$ cat src/rtl/pmrs_pkg.sv
package pmrs_pkg;

    typedef enum logic [1:0] {
        MODE_EXTENDED = 2'b00,
        MODE_BOOTBLK  = 2'b01,
        MODE_EXTONLY  = 2'b10,
        MODE_INTONLY  = 2'b11
    } pm_mode_e;

    typedef struct packed {
        logic pin_io;
        logic bus_drive;
        logic ctl_park;
        logic started;
    } pin_state_t;

endpackage

$ cat src/rtl/pmrs_region.sv
module pmrs_region
    import pmrs_pkg::*;
#(
    parameter int                ADDR_W     = 21,
    parameter logic [ADDR_W-1:0] FLASH_LAST = 21'h01FFFF,
    parameter logic [ADDR_W-1:0] BOOT_BYTES = 21'h000800
) (
    input  logic [1:0]        mode,
    input  logic [ADDR_W-1:0] addr,
    output logic              ext_sel,
    output logic              zero_read
);

    logic above_flash;
    logic in_boot;

    assign above_flash = (addr > FLASH_LAST);
    assign in_boot     = (addr < BOOT_BYTES);

    always_comb begin
        ext_sel   = 1'b0;
        zero_read = 1'b0;
        unique case (pm_mode_e'(mode))
            MODE_INTONLY: begin
                ext_sel   = 1'b0;
                zero_read = above_flash;
            end
            MODE_EXTONLY:  ext_sel = 1'b1;
            MODE_BOOTBLK:  ext_sel = !in_boot;
            MODE_EXTENDED: ext_sel = above_flash;
            default:       ext_sel = 1'b0;
        endcase
    end

endmodule

$ cat src/rtl/pmrs_pinctl.sv
module pmrs_pinctl
    import pmrs_pkg::*;
(
    input  logic       clk,
    input  logic       rst_n,
    input  logic [1:0] mode,
    input  logic       ext_sel,
    input  logic       bus_dis,
    output logic       pin_io,
    output logic       bus_drive,
    output logic       ctl_park
);

    pin_state_t st_d, st_q;

    always_comb begin
        st_d         = st_q;
        st_d.started = 1'b1;
        if (pm_mode_e'(mode) == MODE_INTONLY) begin
            st_d.pin_io    = 1'b1;
            st_d.bus_drive = 1'b0;
            st_d.ctl_park  = 1'b0;
        end else if (pm_mode_e'(mode) == MODE_EXTONLY || ext_sel) begin
            st_d.pin_io    = 1'b0;
            st_d.bus_drive = 1'b1;
            st_d.ctl_park  = 1'b0;
        end else if (bus_dis) begin
            st_d.pin_io    = 1'b1;
            st_d.bus_drive = 1'b0;
            st_d.ctl_park  = 1'b0;
        end else begin
            st_d.pin_io    = 1'b0;
            st_d.bus_drive = 1'b0;
            st_d.ctl_park  = 1'b1;
        end
    end

    always_ff @(posedge clk) begin
        if (!rst_n) begin
            st_q <= '{pin_io: 1'b1, bus_drive: 1'b0, ctl_park: 1'b0, started: 1'b0};
        end else begin
            st_q <= st_d;
        end
    end

    assign pin_io    = st_q.pin_io;
    assign bus_drive = st_q.bus_drive;
    assign ctl_park  = st_q.ctl_park;

    assert_one_state_R12: assert property (@(posedge clk) disable iff (!rst_n)
        $countones({pin_io, bus_drive, ctl_park}) == 1);

    assert_intonly_io_R7: assert property (@(posedge clk) disable iff (!rst_n)
        st_q.started && $past(mode) == 2'b11 |-> pin_io);

    assert_extonly_bus_R8: assert property (@(posedge clk) disable iff (!rst_n)
        st_q.started && $past(mode) == 2'b10 |-> bus_drive);

    assert_ext_access_bus_R9: assert property (@(posedge clk) disable iff (!rst_n)
        st_q.started && !$past(mode[1]) && $past(ext_sel) |-> bus_drive);

    assert_dis_io_R10: assert property (@(posedge clk) disable iff (!rst_n)
        st_q.started && !$past(mode[1]) && !$past(ext_sel) && $past(bus_dis) |-> pin_io);

    assert_park_R11: assert property (@(posedge clk) disable iff (!rst_n)
        st_q.started && !$past(mode[1]) && !$past(ext_sel) && !$past(bus_dis) |-> ctl_park);

endmodule

$ cat src/rtl/pmrs_top.sv
module pmrs_top
    import pmrs_pkg::*;
#(
    parameter int                ADDR_W     = 21,
    parameter logic [ADDR_W-1:0] FLASH_LAST = 21'h01FFFF,
    parameter logic [ADDR_W-1:0] BOOT_BYTES = 21'h000800
) (
    input  logic              clk,
    input  logic              rst_n,
    input  logic [1:0]        mode,
    input  logic [ADDR_W-1:0] addr,
    input  logic              bus_dis,
    output logic              ext_sel,
    output logic              zero_read,
    output logic              pin_io,
    output logic              bus_drive,
    output logic              ctl_park
);

    pmrs_region #(
        .ADDR_W     (ADDR_W),
        .FLASH_LAST (FLASH_LAST),
        .BOOT_BYTES (BOOT_BYTES)
    ) u_region (
        .mode      (mode),
        .addr      (addr),
        .ext_sel   (ext_sel),
        .zero_read (zero_read)
    );

    pmrs_pinctl u_pinctl (
        .clk       (clk),
        .rst_n     (rst_n),
        .mode      (mode),
        .ext_sel   (ext_sel),
        .bus_dis   (bus_dis),
        .pin_io    (pin_io),
        .bus_drive (bus_drive),
        .ctl_park  (ctl_park)
    );

    assert_intonly_internal_R1: assert property (@(posedge clk) disable iff (!rst_n)
        mode == 2'b11 |-> !ext_sel);

    assert_zero_only_intonly_R2: assert property (@(posedge clk) disable iff (!rst_n)
        zero_read |-> (mode == 2'b11 && addr > FLASH_LAST));

    assert_extonly_external_R3: assert property (@(posedge clk) disable iff (!rst_n)
        mode == 2'b10 |-> ext_sel);

    assert_boot_inside_R4: assert property (@(posedge clk) disable iff (!rst_n)
        mode == 2'b01 && addr < BOOT_BYTES |-> !ext_sel);

    assert_extended_inside_R5: assert property (@(posedge clk) disable iff (!rst_n)
        mode == 2'b00 && addr <= FLASH_LAST |-> !ext_sel);

endmodule

$ cat config.mk
export PLATFORM = sky130hd
export DESIGN_NAME = pmrs_top
export DESIGN_NICKNAME = d
export VERILOG_FILES = /design/src/rtl/pmrs_pkg.sv /design/src/rtl/pmrs_region.sv /design/src/rtl/pmrs_pinctl.sv /design/src/rtl/pmrs_top.sv
export SDC_FILE = /design/constraint.sdc
export NUM_CORES = 1
export LEC_CHECK = 0
export CORE_AREA = 2 2 39 41
export CTS_BUF_LIST = sky130_fd_sc_hd__clkbuf_8
export DETAILED_ROUTE_END_ITERATION = 6
export DIE_AREA = 0 0 41 43
export GPL_TIMING_DRIVEN = 1
export SETUP_SLACK_MARGIN = 0.3
export SLEW_MARGIN = 10
export SYNTH_ARGS = -nofsm -noshare
export SYNTH_HDL_FRONTEND = slang
export SYNTH_SLANG_ARGS = --single-unit
$ cat constraint.sdc
create_clock -name clk -period 1.48 [get_ports clk]
set_clock_uncertainty 0.2 [all_clocks]
set_input_delay 0.37 -clock clk [delete_from_list [all_inputs] [get_ports clk]]
set_output_delay 0.37 -clock clk [all_outputs]
set_load 0.03 [all_outputs]
# Word-level counts from Yosys, hierarchy flattened

Cells that the tools add are included.

$add $sub $neg: 0
$mul: 0
Divide/modulo/power cells: 0
$lt $le $gt $ge: 2
Eq/ne operators: 3
Shift operators: 0
Muxes and demuxes: 4
Bitwise gates (word level): 1
Reductions and logical operators: 5

Operators with widths:

| operator             | count |
|---|---|
| $gt 21x17->1 const B | 1 |
| $lt 21x12->1 const B | 1 |
| $mux 3               | 2 |
| $eq 2x2->1 const B   | 2 |
| $pmux 1 s4           | 1 |
| $reduce_or 3->1      | 1 |
| $eq 2x1->1 const B   | 1 |
| $logic_not 2->1      | 1 |
| $reduce_or 2->1      | 1 |
| $logic_not 1->1      | 1 |
| $logic_or 1x1->1     | 1 |
| $mux 1               | 1 |
| $not 1->1            | 1 |

Flip-flop bits (word level): 3
Latch bits: 0
Memory bits (writable): 0
Memory bits (read-only): 0
Input bits: 26
Output and inout bits: 5
Logic and storage cells: 18
Memories: 0

# Depth between registers and ports, before layout

Gate-level depths: netlist of the first run.

Word-level depth: 5
Mapped depth: 3
Gate-level depth less buffers: 3

# Hierarchy

A second synthesis of the first run with hierarchy kept.

Cell total of the unflattened synthesis: 16
Area, all modules: 152.6 µm²

By module, submodules not included:

| module      | instances | cells an instance | area each (µm²) | sequential area each (µm²) |
|---|---|---|---|---|
| pmrs_pinctl | 1         | 10                | 110.1           | 60.1 |
| pmrs_region | 1         | 6                 | 42.5            | 0.0 |

# Worst setup path after synthesis of the first run

OpenSTA, ideal clock, no wires.

Path type: input to output
From: in addr[17]
To: out ext_sel
Data arrival time: 1221 ps
Required time: 910 ps
Setup slack: -311 ps
Stages: 2
Buffers on the path: 0
Cells stage by stage: or4_4 > o21a_1

Longest elaborated chain between the ends: 3
Elaborated cells on any way between the ends: 4
Classes of those cells: order compare (2); mux (1); reduce/logical (1)

Ends and longest elaborated chain:

| item            | RTL line          | source |
|---|---|---|
| from (decl)     | pmrs_top.sv:11    | `input logic [ADDR_W-1:0] addr,` |
| $lt 21x12->1    | pmrs_region.sv:18 | `assign in_boot = (addr < BOOT_BYTES);` |
| $logic_not 1->1 | pmrs_region.sv:29 | `MODE_BOOTBLK: ext_sel = !in_boot;` |
| $pmux 1 s4 (*)  | pmrs_region.sv:23 | `unique case (pm_mode_e'(mode))` |
| to (decl)       | pmrs_top.sv:13    | `output logic ext_sel,` |

Every way passes the cells marked *; elsewhere a longest branch is shown, timed or not.

# Worst setup path in the final report of the first run

Ends and elaborated chain as after synthesis.

==> results.toml, run 1 <==
[floorplan]
overall_die_area_um2 = 1760
die_y_um = 43
initial_utilization = 0.117
ioPinCount = 31
fp.dieW_um = 41
placeable_core_region_um2 = 1380
floorplan.rows = 14

[sta]
setup_slack_ns = -0.424
setup_repair_after_global_routing_missed_its_margin = "yes"
report.final.hold_viol_count = 0
worstMarginPinSlew_ns = 0.242
post_route_minimum_period_ns = 1.90
maxSlewViolCount = 0
final.period_utilization = 1.29
fmax_mhz = 525
max-slew-margin-rel = 0.838
setup-violations-final = 4
final.setup.tns_ns = -1.09

[setup_path]
timing.critical_path.from_type = "primary input"
critical_path_required_ns = 0.91
critical_path.endpoint_type = "output pin"
worst_ep_arrival_time_ns = 1.33
worstSetupPathType = "in -> out"
critPathMaxFanout = 2

[layout]
diodes = 0
final_design_area_no_fill_um2 = 586
area_delta_synth_final_pct = 263
layout-drive-gt1-share = 0.755
finish.net_count = 80

[synth]
seq_area_frac_synth = 0.372
synth_area_per_cell_um2 = 9.49
synth_seq_cells = 3
yosysWarningCount = 0
syn_inst_count = 17
yosysUniqueCellTypes = 12
post_synth_instance_area_um2 = 161
synthesis.nets = 43

[placed_design]
dpl-instance-area_um2 = 444
place.gp.congestion = 0.647
port_buffers = 19

[pwr]
cellLeakagePower_uw = 0.000263
power_density_nw_per_um2 = 744
total_power_uw = 436
ir_worst_vdd_mv = 0.186

[route]
detail_route.drc_violations = 0
vias_per_cell = 3.87
postRouteAntennaNets = 0
detail_route.first_pass.iterations = 1
detail_route.wl_per_cell_um = 8.52
drtIter0Drc = 0
vias = 267
routed_wirelength_um = 588

[hold_path]
worstHoldPathType = "in -> reg"

[status]
failed_checks = "setup timing"
outcome = "finished with violations"

[clock_network]
cts-root-to-sink-buffers = 2
root_buf_cell = "clkbuf_8"
tritoncts.num_buffers = 3
clk_pin_slew_ns = 0.03
cts_hold_repair.buffers = 0
htreeDepth = 1
tritoncts = "done"
clkSinkCount = 3

[grt]
wire_length_of_the_first_global_routing_pass_um = 1060
number_of_antenna_violations_at_the_first_check_in_global_routing = 0
first_global_vias = 292
grt_util_all_layers = 0.0912
largest_net_degree_at_the_start_of_global_routing = 4
overflow = 0

[flow_run]
max_cap_viol_count = 0
## synthesized netlist by cell type
| cell type | n | area, um^2 |
|---|---|---|
| o21ai_1 | 1 | 5.00 |
| nor3_1 | 1 | 5.00 |
| or4_4 | 1 | 11.3 |
| nor4_1 | 1 | 6.26 |
| o21a_1 | 2 | 15.0 |
| nor4b_1 | 1 | 8.76 |
| nand2_1 | 2 | 7.51 |
| a21oi_1 | 1 | 5.00 |
| dfxtp_1 | 3 | 60.1 |
| nor4b_4 | 1 | 23.8 |
| nor2_1 | 2 | 7.51 |
| and2_1 | 1 | 6.26 |
## critical path: stages
cell and delay, ns:
buf_8 0.09, or4_4 0.53, o21a_4 0.21, buf_6 0.13
## metal layers
metal  wire, um  global-route usage
met3         40              0.0157
met1        182              0.0927
met4          0              0.0800
met2        366               0.147
met5          0                   0
## worst paths after layout
check	from	endpoint	cells after the start	slack (ns)
setup / recovery	addr[17]	ext_sel	4	-0.42
hold / removal	mode[0]	u_pinctl.pin_io	4	0.44
## cell usage in the layout, fill, tap and decap left out
master / Yosys / layout
dfxtp_2: 0 / 3
buf_6: 0 / 14
clkbuf_8: 0 / 3
nand2_2: 0 / 1
nor4b_4: 1 / 2
nor4_4: 0 / 1
nor3_2: 0 / 1
dlygate4sd2_1: 0 / 3
o21a_4: 0 / 1
inv_1: 0 / 1
and2_1: 1 / 1
o21a_1: 2 / 1
clkbuf_2: 0 / 1
o21ai_1: 1 / 1
buf_8: 0 / 1
nand2_1: 2 / 1
nor2_2: 0 / 1
buf_2: 0 / 3
or4_4: 1 / 1
buf_4: 0 / 6
nor2_1: 2 / 1
a21oi_2: 0 / 1
clkdlybuf4s15_1: 0 / 2
clkdlybuf4s50_1: 0 / 2
## registers in the layout (all words and copies together), names as in the netlist
signal and count:
u_pinctl.bus_drive 1, u_pinctl.ctl_park 1, u_pinctl.pin_io 1
## cell families (layout without fill, tap and decap cells)
kind of cell	after synthesis	in the layout	synth area share
AND/OR/NAND/NOR	10	10	0.473
AO/OA/AOI/OAI	4	4	0.155
flip-flops	3	3	0.372
buffers and inverters	0	36	0
## repair_timing
item                       in CTS  in global routing
pin swaps                       7                  4
buffers inserted                6                  1
gates resized for setup        60                  7
setup endpoints to repair       8                  8
## where the power goes
group / switching [uW] / internal, uW
Clock: 52.9 / 176
Sequential: 1.61 / 86.1
Combinational: 46.7 / 72.2
## area by class of cell
cell class | count | area (um^2)
fillers | 144 | 798
clock buffers | 3 | 41.3
clock inverters | 1 | 3.75
well taps | 16 | 20.0
repair buffers | 32 | 304
multi-input cells | 14 | 153
flip-flops and latches | 3 | 63.8
## through the flow
step | hold WS [ns] | cells | util | setup WS (ns)
floorplan | 0.241 | 17 | - | -0.260
global placement | 0.600 | 58 | 0.321 | -1.26
detailed placement | 0.601 | 58 | 0.321 | -1.26
CTS | 0.471 | 68 | 0.419 | -0.440
global route | 0.494 | 69 | 0.423 | -0.434
finish | 0.437 | 69 | 0.423 | -0.424
Power figures use the tool's default switching activity.
==> run 2, diff against run 1 <==
--- a/config.mk
+++ b/config.mk
@@ -10,6 +10,7 @@
 export DETAILED_ROUTE_END_ITERATION = 6
 export DIE_AREA = 0 0 41 43
 export GPL_TIMING_DRIVEN = 1
+export PLACE_DENSITY = 0.66
 export SETUP_SLACK_MARGIN = 0.3
 export SLEW_MARGIN = 10
 export SYNTH_ARGS = -nofsm -noshare
==> results.toml, run 2 (synthesis results as in run 1) <==
[sta]
post_route_minimum_period_ns = 1.90
maxSlewViolCount = 0
setup_repair_after_global_routing_missed_its_margin = "yes"
max-slew-margin-rel = 0.836
report.final.hold_viol_count = 0
final.period_utilization = 1.28
worstMarginPinSlew_ns = 0.244
setup-violations-final = 4
setup_slack_ns = -0.420
fmax_mhz = 526
timing.hold.ws_ns = 0.403

[floorplan]
fp.dieW_um = 41
ioPinCount = 31
die_y_um = 43
initial_utilization = 0.117
placeable_core_region_um2 = 1380
floorplan.rows = 14
overall_die_area_um2 = 1760

[setup_path]
worst_ep_arrival_time_ns = 1.33
critPathMaxFanout = 2
timing.critical_path.from_type = "primary input"
critical_path.endpoint_type = "output pin"
critical_path_required_ns = 0.91
worstSetupPathType = "in -> out"

[layout]
layout_commonest_cell = "buf_6"
diodes = 0
final.fill_count = 140
multi_input_comb_area_um2 = 155
utilization = 0.419
finish.net_count = 79
seqCellArea_um2 = 63.8
most-common-layout-cells = "16 x buf_6, 5 x buf_4, 3 x clkbuf_8, 3 x dfxtp_2"
area_delta_synth_final_pct = 259
layout-drive-gt1-share = 0.788

[hold_path]
worst_hold_path.endpoint = "u_pinctl.ctl_park"
min-delay-start = "addr[18]"
min_delay_path_depth = 5
worstHoldPathType = "in -> reg"

[flow_run]
max_cap_viol_count = 0

[grt]
grt_util_all_layers = 0.0863
first_global_vias = 251
largest_net_degree_at_the_start_of_global_routing = 4
number_of_antenna_violations_at_the_first_check_in_global_routing = 0
wire_length_of_the_first_global_routing_pass_um = 966
overflow = 0

[clock_network]
root_buf_cell = "clkbuf_8"
cts-root-to-sink-buffers = 2
cts_hold_repair.buffers = 0
tritoncts = "done"
clk_pin_slew_ns = 0.03
tritoncts.num_buffers = 3
htreeDepth = 1
clkSinkCount = 3

[placed_design]
place.gp.congestion = 0.687
port_buffers = 19
place.detailed.hpwl_um = 444

[pwr]
switching_power_uw = 98.8
power_frac_comb = 0.274
ir_worst_vdd_mv = 0.341
pwr-share-clk = 0.523
seq_power_share = 0.203
cellLeakagePower_uw = 0.000258
power.share.switching = 0.228
power_density_nw_per_um2 = 747
internal-power_uw = 334

[route]
vias = 265
routed_wirelength_um = 597
met2_wirelength_um = 343
detailroute.wirelength.met3_um = 57
vias_per_cell = 3.90
drtIter0Drc = 0
top_layer_used = "met3"
detail_route.first_pass.iterations = 1
detail_route.wl_per_cell_um = 8.78
detail_route.drc_violations = 0
routedLengthMet1_um = 195
postRouteAntennaNets = 0

[status]
failed_checks = "setup timing"
outcome = "finished with violations"
run 2: critical path: stages:
cell,delay [ns]
buf_6,0.09
or4_4,0.53
o21a_4,0.21
buf_6,0.13
run 2: timing repair:
action                                  in CTS  in global routing
endpoints found under the setup margin       8                  8
gates cloned                                 0                  0
pin swaps                                    8                  9
buffers inserted                             3                  2
resized for setup                           56                 15
run 2: cell type report:
class	count	area share
well taps	16	0.0346
clock buffers	3	0.0713
multi-input cells	14	0.268
repair buffers	31	0.510
flip-flops and latches	3	0.110
clock inverters	1	0.00648
run 2: power groups by stage:
stage	Sequential (uW)	Combinational, uW	Clock (uW)
2_1_floorplan	95.2	27.0	0
3_3_place_gp	87.2	104	0
3_5_place_dp	87.3	105	0
4_1_cts	87.7	112	236
5_1_grt	88.0	126	245
6_report	87.7	119	226
run 2: per-layer routing:
layer	GRT usage	up-vias
met5	0	-
met4	0.0600	0
met3	0.0471	0
met2	0.125	14
met1	0.0897	117
li1	-	134
run 2: worst max-delay path by stage:
stage / startpoint / cells past startpoint / slack, ns / to
floorplan: addr[17] / 2 / -0.26 / ext_sel
global placement: addr[17] / 4 / -1.20 / ext_sel
detailed placement: addr[17] / 4 / -1.22 / ext_sel
CTS: addr[20] / 4 / -0.45 / ext_sel
global route: addr[20] / 4 / -0.44 / ext_sel
finish: addr[20] / 4 / -0.42 / ext_sel
run 2: through the flow:
stage	total power [uW]	TNS [ns]	area (um^2)	setup WS, ns	std cells
after global routing	459	-0.782	579	-0.437	68
after detailed placement	192	-3.58	452	-1.22	59
after floorplan	122	-0.260	196	-0.260	17
after global placement	191	-3.52	452	-1.20	59
after CTS	436	-0.726	549	-0.447	66
final	433	-0.684	579	-0.420	68
==> run 3, diff against run 2 <==
--- a/config.mk
+++ b/config.mk
@@ -7,6 +7,7 @@
 export LEC_CHECK = 0
 export CORE_AREA = 2 2 39 41
 export CTS_BUF_LIST = sky130_fd_sc_hd__clkbuf_8
+export CTS_CLUSTER_DIAMETER = 80
 export DETAILED_ROUTE_END_ITERATION = 6
 export DIE_AREA = 0 0 41 43
 export GPL_TIMING_DRIVEN = 1
==> results of run 3 <==
No change in the layout: final DEF, timing and power equal those of run 2.
